### src/rtl/memerr_pkg.sv
package memerr_pkg;
  localparam int BIT_ACT = 7;
  localparam int BIT_IEN = 6;
  localparam int BIT_TST = 4;
  localparam logic [7:0] WR_MASK = 8'h70;
  localparam logic [7:0] RO_MASK = 8'h8F;

  // true when window byte idx lies inside an access of size bytes from off
  function automatic logic covers(input int off, input int size, input int idx);
    return (idx >= off) && (idx < off + size);
  endfunction

  // status byte after a software write of wbyte
  function automatic logic [7:0] merge_write(input logic [7:0] cur, input logic [7:0] wbyte);
    return (cur & RO_MASK) | (wbyte & WR_MASK);
  endfunction

  // status byte after an error capture
  function automatic logic [7:0] merge_capture(input logic [7:0] cur, input logic [3:0] lanes);
    return (cur & WR_MASK) | 8'h80 | {4'h0, lanes};
  endfunction
endpackage

### src/rtl/memerr_win.sv
module memerr_win
  import memerr_pkg::*;
#(
  parameter int ADDR_W    = 32,
  parameter int ACC_BYTES = 4,
  parameter int OFF_W     = 3,
  parameter int SZ_W      = 3
) (
  input  logic                   req_valid,
  input  logic                   req_write,
  input  logic [OFF_W-1:0]       req_off,
  input  logic [SZ_W-1:0]        req_size,
  input  logic [ACC_BYTES*8-1:0] wr_data,
  input  logic [7:0]             st_q,
  input  logic [ADDR_W-1:0]      addr_q,
  output logic                   csr_we,
  output logic [7:0]             csr_wbyte,
  output logic                   unlatch,
  output logic [ACC_BYTES*8-1:0] rd_data
);
  localparam int ADDR_BYTES = ADDR_W / 8;
  localparam int WIN        = 1 + ADDR_BYTES;

  logic [7:0] win [WIN];
  logic       wr_ok;

  assign win[0] = st_q;
  generate
    for (genvar j = 0; j < ADDR_BYTES; j++) begin : g_addr_bytes
      assign win[1+j] = addr_q[(ADDR_BYTES-1-j)*8 +: 8];
    end
  endgenerate

  assign wr_ok = req_valid && req_write && (int'(req_size) <= ACC_BYTES);

  always_comb begin
    csr_we    = 1'b0;
    csr_wbyte = 8'h00;
    unlatch   = 1'b0;
    for (int k = 0; k < ACC_BYTES; k++) begin
      if (wr_ok && covers(int'(req_off), int'(req_size), int'(req_off) + k)) begin
        if (int'(req_off) + k == 0) begin
          csr_we    = 1'b1;
          csr_wbyte = wr_data[(ACC_BYTES-1-k)*8 +: 8];
        end
        if (int'(req_off) + k == 1) unlatch = 1'b1;
      end
    end
  end

  always_comb begin
    rd_data = '0;
    for (int k = 0; k < ACC_BYTES; k++) begin
      for (int i = 0; i < WIN; i++) begin
        if (int'(req_off) + k == i) rd_data[(ACC_BYTES-1-k)*8 +: 8] = win[i];
      end
    end
  end
endmodule

### src/rtl/memerr_core.sv
module memerr_core
  import memerr_pkg::*;
#(
  parameter int ADDR_W = 32
) (
  input  logic              clk,
  input  logic              rst_n,
  input  logic              csr_we,
  input  logic [7:0]        csr_wbyte,
  input  logic              unlatch,
  input  logic              cap_valid,
  input  logic [3:0]        cap_lanes,
  input  logic [ADDR_W-1:0] cap_addr,
  output logic [7:0]        st_q,
  output logic [ADDR_W-1:0] addr_q,
  output logic [7:0]        st_nxt,
  output logic              tlb_flush_o
);
  logic [ADDR_W-1:0] addr_nxt;
  logic              ev_test_rise;
  logic              flush_q;

  always_comb begin
    st_nxt   = st_q;
    addr_nxt = addr_q;
    if (csr_we) st_nxt = merge_write(st_nxt, csr_wbyte);
    if (unlatch) begin
      st_nxt   = st_nxt & WR_MASK;
      addr_nxt = '0;
    end
    if (cap_valid) begin
      st_nxt   = merge_capture(st_nxt, cap_lanes);
      addr_nxt = cap_addr;
    end
  end

  assign ev_test_rise = st_nxt[BIT_TST] & ~st_q[BIT_TST];

  always_ff @(posedge clk) begin
    if (!rst_n) begin
      st_q    <= '0;
      addr_q  <= '0;
      flush_q <= 1'b0;
    end else begin
      st_q    <= st_nxt;
      addr_q  <= addr_nxt;
      flush_q <= ev_test_rise;
    end
  end

  assign tlb_flush_o = flush_q;

  // status write alone never moves read-only bits
  a_r3_ro_hold: assert property (@(posedge clk) disable iff (!rst_n)
    (csr_we && !unlatch && !cap_valid) |=> ((st_q & RO_MASK) == ($past(st_q) & RO_MASK)));

  // unlatch without capture clears status flags and address
  a_r4_unlatch_clears: assert property (@(posedge clk) disable iff (!rst_n)
    (unlatch && !cap_valid) |=> (addr_q == '0 && (st_q & RO_MASK) == 8'h00));

  // capture wins over a concurrent unlatch
  a_r7_capture_wins: assert property (@(posedge clk) disable iff (!rst_n)
    cap_valid |=> (st_q[BIT_ACT] && addr_q == $past(cap_addr)));

  // pulse only after a rise of the test bit, and lasts one cycle
  a_r9_flush_cause: assert property (@(posedge clk) disable iff (!rst_n)
    tlb_flush_o |-> (st_q[BIT_TST] && !$past(st_q[BIT_TST])));
  a_r9_flush_single: assert property (@(posedge clk) disable iff (!rst_n)
    tlb_flush_o |=> !tlb_flush_o);
endmodule

### src/rtl/memerr_irq.sv
module memerr_irq (
  input  logic clk,
  input  logic rst_n,
  input  logic lvl_nxt,
  output logic irq_o
);
  logic irq_q;
  logic ev_change;

  assign ev_change = lvl_nxt ^ irq_q;

  always_ff @(posedge clk) begin
    if (!rst_n)         irq_q <= 1'b0;
    else if (ev_change) irq_q <= lvl_nxt;
  end

  assign irq_o = irq_q;

  // the output level moves only on a computed change
  a_r8_change_only: assert property (@(posedge clk) disable iff (!rst_n)
    (irq_o != $past(irq_o)) |-> $past(ev_change));
endmodule

### src/rtl/memerr_status_reg.sv
module memerr_status_reg
  import memerr_pkg::*;
#(
  parameter  int ADDR_W    = 32,
  parameter  int ACC_BYTES = 4,
  localparam int WIN       = 1 + ADDR_W / 8,
  localparam int OFF_W     = $clog2(WIN),
  localparam int SZ_W      = $clog2(ACC_BYTES + 1)
) (
  input  logic                   clk,
  input  logic                   rst_n,
  input  logic                   req_valid,
  input  logic                   req_write,
  input  logic [OFF_W-1:0]       req_off,
  input  logic [SZ_W-1:0]        req_size,
  input  logic [ACC_BYTES*8-1:0] wr_data,
  output logic [ACC_BYTES*8-1:0] rd_data,
  input  logic                   cap_valid,
  input  logic [3:0]             cap_lanes,
  input  logic [ADDR_W-1:0]      cap_addr,
  output logic                   irq_o,
  output logic                   tlb_flush_o
);
  logic              csr_we;
  logic [7:0]        csr_wbyte;
  logic              unlatch;
  logic [7:0]        st_q;
  logic [7:0]        st_nxt;
  logic [ADDR_W-1:0] addr_q;

  memerr_win #(
    .ADDR_W(ADDR_W), .ACC_BYTES(ACC_BYTES), .OFF_W(OFF_W), .SZ_W(SZ_W)
  ) u_win (
    .req_valid(req_valid), .req_write(req_write), .req_off(req_off),
    .req_size(req_size), .wr_data(wr_data), .st_q(st_q), .addr_q(addr_q),
    .csr_we(csr_we), .csr_wbyte(csr_wbyte), .unlatch(unlatch), .rd_data(rd_data)
  );

  memerr_core #(.ADDR_W(ADDR_W)) u_core (
    .clk(clk), .rst_n(rst_n), .csr_we(csr_we), .csr_wbyte(csr_wbyte),
    .unlatch(unlatch), .cap_valid(cap_valid), .cap_lanes(cap_lanes),
    .cap_addr(cap_addr), .st_q(st_q), .addr_q(addr_q), .st_nxt(st_nxt),
    .tlb_flush_o(tlb_flush_o)
  );

  memerr_irq u_irq (
    .clk(clk), .rst_n(rst_n),
    .lvl_nxt(st_nxt[BIT_ACT] & st_nxt[BIT_IEN]),
    .irq_o(irq_o)
  );

  // interrupt level tracks active AND enable
  a_r8_irq_level: assert property (@(posedge clk) disable iff (!rst_n)
    irq_o == (st_q[BIT_ACT] & st_q[BIT_IEN]));
endmodule

### config.mk
export PLATFORM = sky130hd
export DESIGN_NAME = memerr_status_reg
export DESIGN_NICKNAME = d
export VERILOG_FILES = /design/src/rtl/memerr_pkg.sv /design/src/rtl/memerr_win.sv /design/src/rtl/memerr_core.sv /design/src/rtl/memerr_irq.sv /design/src/rtl/memerr_status_reg.sv
export SDC_FILE = /design/constraint.sdc
export NUM_CORES = 1
export LEC_CHECK = 0
export BUFFER_PORTS_ARGS = -buffer_cell sky130_fd_sc_hd__buf_2
export CORE_MARGIN = 5
export CORE_UTILIZATION = 47
export CTS_BUF_LIST = sky130_fd_sc_hd__clkbuf_16
export CTS_CLUSTER_SIZE = 24
export DETAILED_ROUTE_END_ITERATION = 8
export PLACE_DENSITY = 0.77
export SYNTH_ARGS = -nofsm -noshare
export SYNTH_HDL_FRONTEND = slang
export SYNTH_SLANG_ARGS = --single-unit
### constraint.sdc
create_clock -name clk -period 5.25 [get_ports clk]
set_clock_uncertainty 0.15 [all_clocks]
set_input_delay 1.575 -clock clk [delete_from_list [all_inputs] [get_ports clk]]
set_output_delay 1.575 -clock clk [all_outputs]
set_load 0.03 [all_outputs]
== Yosys cells after proc, flatten, opt, wreduce, memory -nomap -nowiden ==
Index checks and enable logic that the tools add are counted.
Word-level totals
  register bits after elaboration: 42
  input bits: 79
  word-level logic and storage cells: 105
Cells by class
  add/sub/neg operators: 4
  magnitude comparators: 9
  equal/unequal tests: 16
  muxes and demuxes: 49
  bitwise gates (word level): 6
  reduce and logical (&&, ||, !) cells: 16
Operators by type and width (count)
  32-bit by 3-bit == test with 1-bit output, second input constant: 6
  8-bit 2-to-1 mux: 23
  32-bit logical NOT: 4
  32-bit by 2-bit == test with 1-bit output, second input constant: 3
  32-bit by 4-bit == test with 1-bit output, second input constant: 3
  32-bit by 4-bit >= comparator with 1-bit output: 3
  32-bit < comparator: 3
  32-bit 2-to-1 mux: 2
  7-bit 2-to-1 mux: 8
  4-bit by 32-bit < comparator with 1-bit output: 1
  1-bit 2-to-1 mux: 16
  1-bit logical AND: 10
  3-bit == test, second input constant: 3
  3-bit by 2-bit adder with 4-bit output, second input constant: 2
  8-bit by 4-bit OR with 8-bit output: 1
  8-bit by 7-bit OR with 8-bit output: 1
  3-bit by 1-bit adder with 4-bit output, second input constant: 1
  3-bit by 3-bit adder with 4-bit output: 1
  3-bit by 2-bit == test with 1-bit output, second input constant: 1
  3-bit >= comparator: 1
  3-bit <= comparator, second input constant: 1
  3-bit nonzero test: 1
  1-bit bitwise AND: 2
  2-bit nonzero test: 1
  other kinds (2): 2

== Depth between registers and ports, before layout ==
  depth after elaboration: 18
  gate-level depth with buffers: 13
  gate-level depth less buffers: 11

== Modules after synthesis ==
A second synthesis with hierarchy kept.
Unflattened totals
  cell total of the unflattened synthesis: 532
  area total of the unflattened synthesis: 3895.0 µm²
By module, submodules not included
  memerr_win: instances 1, cells each 346, area each 2189.6 µm², sequential area each 0.0 µm²
  memerr_core: instances 1, cells each 183, area each 1672.9 µm², sequential area each 820.8 µm²
  memerr_irq: instances 1, cells each 2, area each 26.3 µm², sequential area each 20.0 µm²
  memerr_status_reg: instances 1, cells each 1, area each 6.3 µm², sequential area each 0.0 µm²

== Worst setup path before layout ==
OpenSTA, ideal clock, no wires.
  path kind: input-to-output
  start: input port req_off[1]
  end: output port rd_data[0]
  arrival time: 4.034 ns
  slack: -0.509 ns
  stages: 11
  path buffers: 1
  cells stage by stage: inv_1 ha_1 clkbuf_1 inv_1 ha_1 nand3_1 nor2_1 a22oi_1 a211oi_1 a21oi_1 a21oi_1
On the way
  cells in the longest elaborated chain, start to end: 7
  elaborated cells on any way between the ends: 11
RTL lines
  from (decl): RTL line memerr_status_reg.sv:14  | input logic [OFF_W-1:0] req_off,
  3-bit by 2-bit adder with 4-bit output (*): RTL line memerr_win.sv:55  | if (int'(req_off) + k == i) rd_data[(ACC_BYTES-1-k)*8 +: 8] = win[i];
  32-bit logical NOT: RTL line memerr_win.sv:55
  8-bit 2-to-1 mux (4 in a row): RTL line memerr_win.sv:55
  8-bit 2-to-1 mux (*): RTL line memerr_win.sv:55
  to (decl): RTL line memerr_status_reg.sv:17  | output logic [ACC_BYTES*8-1:0] rd_data,
Every way passes the cells marked *; elsewhere a longest branch is shown, timed or not.

== Worst setup path after layout ==
  start: input port req_off[1]
  end: output port rd_data[23]
On the way
  cells in the longest elaborated chain, start to end: 7
  elaborated cells on any way between the ends: 11
RTL lines (RTL line)
  3-bit by 1-bit adder with 4-bit output (*): memerr_win.sv:55
  32-bit logical NOT: memerr_win.sv:55
  8-bit 2-to-1 mux (4 in a row): memerr_win.sv:55
  8-bit 2-to-1 mux (*): memerr_win.sv:55
Marks and branches as above.

==> flow_summary.json <==
{
  "p_per_area_nw_per_um2": 202,
  "crit_chain": "buf_2 -> buf_6 -> ha_2 -> buf_4 -> nand2_1 -> and3_2 -> a22oi_1 -> a211oi_1 -> a221o_1 -> buf_4",
  "ios": 113,
  "grt_pass1_wl_um": 20200,
  "synth_edf_count": 0,
  "grt_busiest_layer": "met2",
  "cts_sinks": 42,
  "synth_nets": 619,
  "fmax_mhz": 191,
  "grt_use_met2": 0.392,
  "p_int_mw": 0.658,
  "multi_input_area_um2": 2870,
  "crit_required_ns": 3.53,
  "overflow": 0,
  "synth_ff_type": "dfxtp_1",
  "cp-end-kind": "primary output",
  "synthDistinctLibCells": 48,
  "p_leak_nw": 2.15,
  "antenna_found_initial": 0,
  "viasPerCell": 6.13,
  "rows": 32,
  "drv_slew": 0,
  "swShare": 0.354,
  "cp_slowest_cell": "and3_2",
  "use_met3": 0.0443,
  "cts-root-buf": "clkbuf_16",
  "insertion_delay_ns": 0.29,
  "syn_area_per_cell_um2": 7.15,
  "cpPeakStageDelay_ns": 0.35,
  "grtUsageMet1": 0.360,
  "finalSetupViolCount": 0,
  "grt_setup_unrepaired": "true",
  "fill_cells": 670,
  "seq_power_share": 0.357,
  "max-slew-margin-rel": 0.354,
  "synth_top_area_cell": "dfxtp_1",
  "yosys.area_share.xor_xnor": 0.0140,
  "cp_common_cell": "buf_4",
  "tns_ns": 0,
  "hold_class": "reg -> reg",
  "combPwrFrac": 0.346,
  "fin_ws_ns": 0.00915,
  "power_switching_mw": 0.361,
  "yosys.area_share.simple": 0.267,
  "design_area_um2": 5040,
  "numCtsBuffers": 5,
  "crit_fanout": 9,
  "postCtsHoldBufs": 0,
  "clk_pin_slew_ns": 0.06,
  "die_area_um2": 9670,
  "synth-async-reset-ratio": 0,
  "area_delta_synth_final_pct": 37.4,
  "htreeDepth": 2,
  "drt_pass1_iterations": 6,
  "dp_slack_ns": -0.185,
  "dp_hpwl_um": 9480,
  "drtIter0Drc": 505,
  "yosys_warnings": 0,
  "worst-r2r-setup-slack_ns": 4.17,
  "drv_cap": 0,
  "instances_no_fill": 724,
  "seq_area_um2": 841,
  "grt.total_usage": 0.250,
  "synth_fa_ha_area_frac": 0.100,
  "post_dp_cell_area_um2": 4540,
  "antenna_cells": 0,
  "synth_area_um2": 3670,
  "final_antenna_net_count": 0,
  "floorplan.initialDensity": 0.479,
  "drcViolationCount": 0,
  "fin_nets": 727,
  "die_w_um": 98.3,
  "grt_pass1_vias": 4024,
  "core_um2": 7650,
  "clockBufferDepth": 2,
  "fin_crit_sh": 0.998,
  "ys_top_cells_by_area": "dfxtp_1 (23%), a21oi_1 (10%), ha_1 (8.9%), nand2_1 (7.4%), nand3b_1 (7.4%)",
  "postSynthCellCount": 513,
  "ys_seq_area_frac": 0.229,
  "drive_above_1_share": 0.338,
  "critPathKind": "in -> out",
  "port_buffers": 92,
  "critPathLaunchType": "input pin",
  "pwr-share-clk": 0.297,
  "period_needed_ns": 5.24,
  "grt_start_max_net_pins": 74,
  "hold_viol": 0,
  "num_vias": 4439,
  "cts_tree": "done",
  "dieHeight_um": 98.3,
  "gp_congestion": 0.981,
  "yosysTopAreaCellShare": 0.229,
  "run_status": "finished clean",
  "ys_ff_latch": 42,
  "tightest_slew_ns": 0.969,
  "synthMuxAreaShare": 0,
  "worst_ep_arrival_time_ns": 3.52,
  "wl_per_cell_um": 18.2,
  "post-route-util": 0.659,
  "synth-compound-area-share": 0.323,
  "dp_cells": 714,
  "routed_wl_um": 13200,
  "synth_top_family_by_area": "compound AO/OA/AOI/OAI gates",
  "peakVddDrop_v": 0.000124
}
==> registers in the layout, indices dropped and copies added, names as in the netlist <==
name / flops
u_core.st_q: 8
u_core.addr_q: 32
u_core.tlb_flush_o: 1
u_irq.irq_o: 1
==> stage by stage <==
stage          power (mW)  hold WS (ns)
2_1_floorplan       0.560         0.332
3_3_place_gp        0.670         0.376
3_5_place_dp        0.680         0.383
4_1_cts             0.994         0.393
5_1_grt              1.06         0.426
6_report             1.02         0.402
==> cells in the mapped netlist (13+ instances only) <==
library cell and n:
a22oi_1 16, nand3b_1 36, a211oi_1 16, nand2_1 72, o21ai_0 21, nand3_1 13, nor3_1 15, ha_1 26
nor2_1 49, inv_1 21, a21oi_1 76, dfxtp_1 42, clkbuf_1 29
==> placed cells by master, fill, tap and decap left out, types with 4 or more instances in the layout <==
cell type	instances
nor2_1	45
nand3b_1	36
buf_12	6
ha_4	5
nand2_1	70
nand3_1	10
buf_6	7
a22oi_1	9
o21ai_1	9
nor3_1	14
a311oi_2	4
a311oi_1	6
ha_1	18
o21ai_0	12
a211oi_2	12
a211oi_1	4
a222oi_1	8
buf_4	49
dfxtp_1	42
inv_1	20
a221o_1	8
a21oi_2	9
clkbuf_16	6
buf_2	74
a21oi_1	68
a22oi_2	7
==> logic make-up after synthesis <==
kind of cell,count (synthesis)
AND/OR/NAND/NOR,203
AO/OA/AOI/OAI,175
buffers and inverters,59
flip-flops,42
adder cells (fa/ha/maj),29
XOR/XNOR,5
==> routing by layer <==
metal,part of all wire,vias up,wire length (µm)
met2,0.45,266,5950
met1,0.42,2046,5590
met4,0.017,0,227
met3,0.11,30,1390
met5,0,-,0
li1,-,2097,-
==> layout make-up <==
| cell class | count | area share |
|---|---|---|
| Inverter | 21 | 0.0164 |
| Multi-Input combinational cell | 412 | 0.569 |
| Clock inverter | 3 | 0.00348 |
| Sequential cell | 42 | 0.167 |
| Clock buffer | 5 | 0.0248 |
| Tap cell | 102 | 0.0253 |
| Timing Repair Buffer | 139 | 0.194 |
==> timing repair <==
item,CTS,global route
gates cloned,0,1
buffers inserted,0,1
pin swaps,7,14
endpoints found under the setup margin,20,32
gates resized for setup,34,45
==> power by group through the flow <==
| stage | registers [mW] | logic [mW] | clock network [mW] |
|---|---|---|---|
| 3_3_place_gp | 0.367 | 0.303 | 0 |
| 3_5_place_dp | 0.368 | 0.311 | 0 |
| 5_1_grt | 0.366 | 0.378 | 0.320 |
| 6_report | 0.364 | 0.353 | 0.302 |
| 4_1_cts | 0.362 | 0.328 | 0.304 |
| 2_1_floorplan | 0.359 | 0.201 | 0 |
==> final timing paths <==
check                         from          endpoint  cells after the start
setup / recovery        req_off[1]       rd_data[23]                     10
hold / removal    u_core.addr_q[2]  u_core.addr_q[2]                      2
setup reg to reg    u_core.st_q[6]       u_irq.irq_o                      2
hold reg to reg   u_core.addr_q[2]  u_core.addr_q[2]                      2
==> worst max-delay path: cells and delay by family <==
family / cells / cell delay [ns]
AND/OR/NAND/NOR: 2 / 0.47
AO/OA/AOI/OAI: 3 / 0.68
adder cells (fa/ha/maj): 1 / 0.22
buffers and inverters: 4 / 0.57
Power figures use the tool's default switching activity.
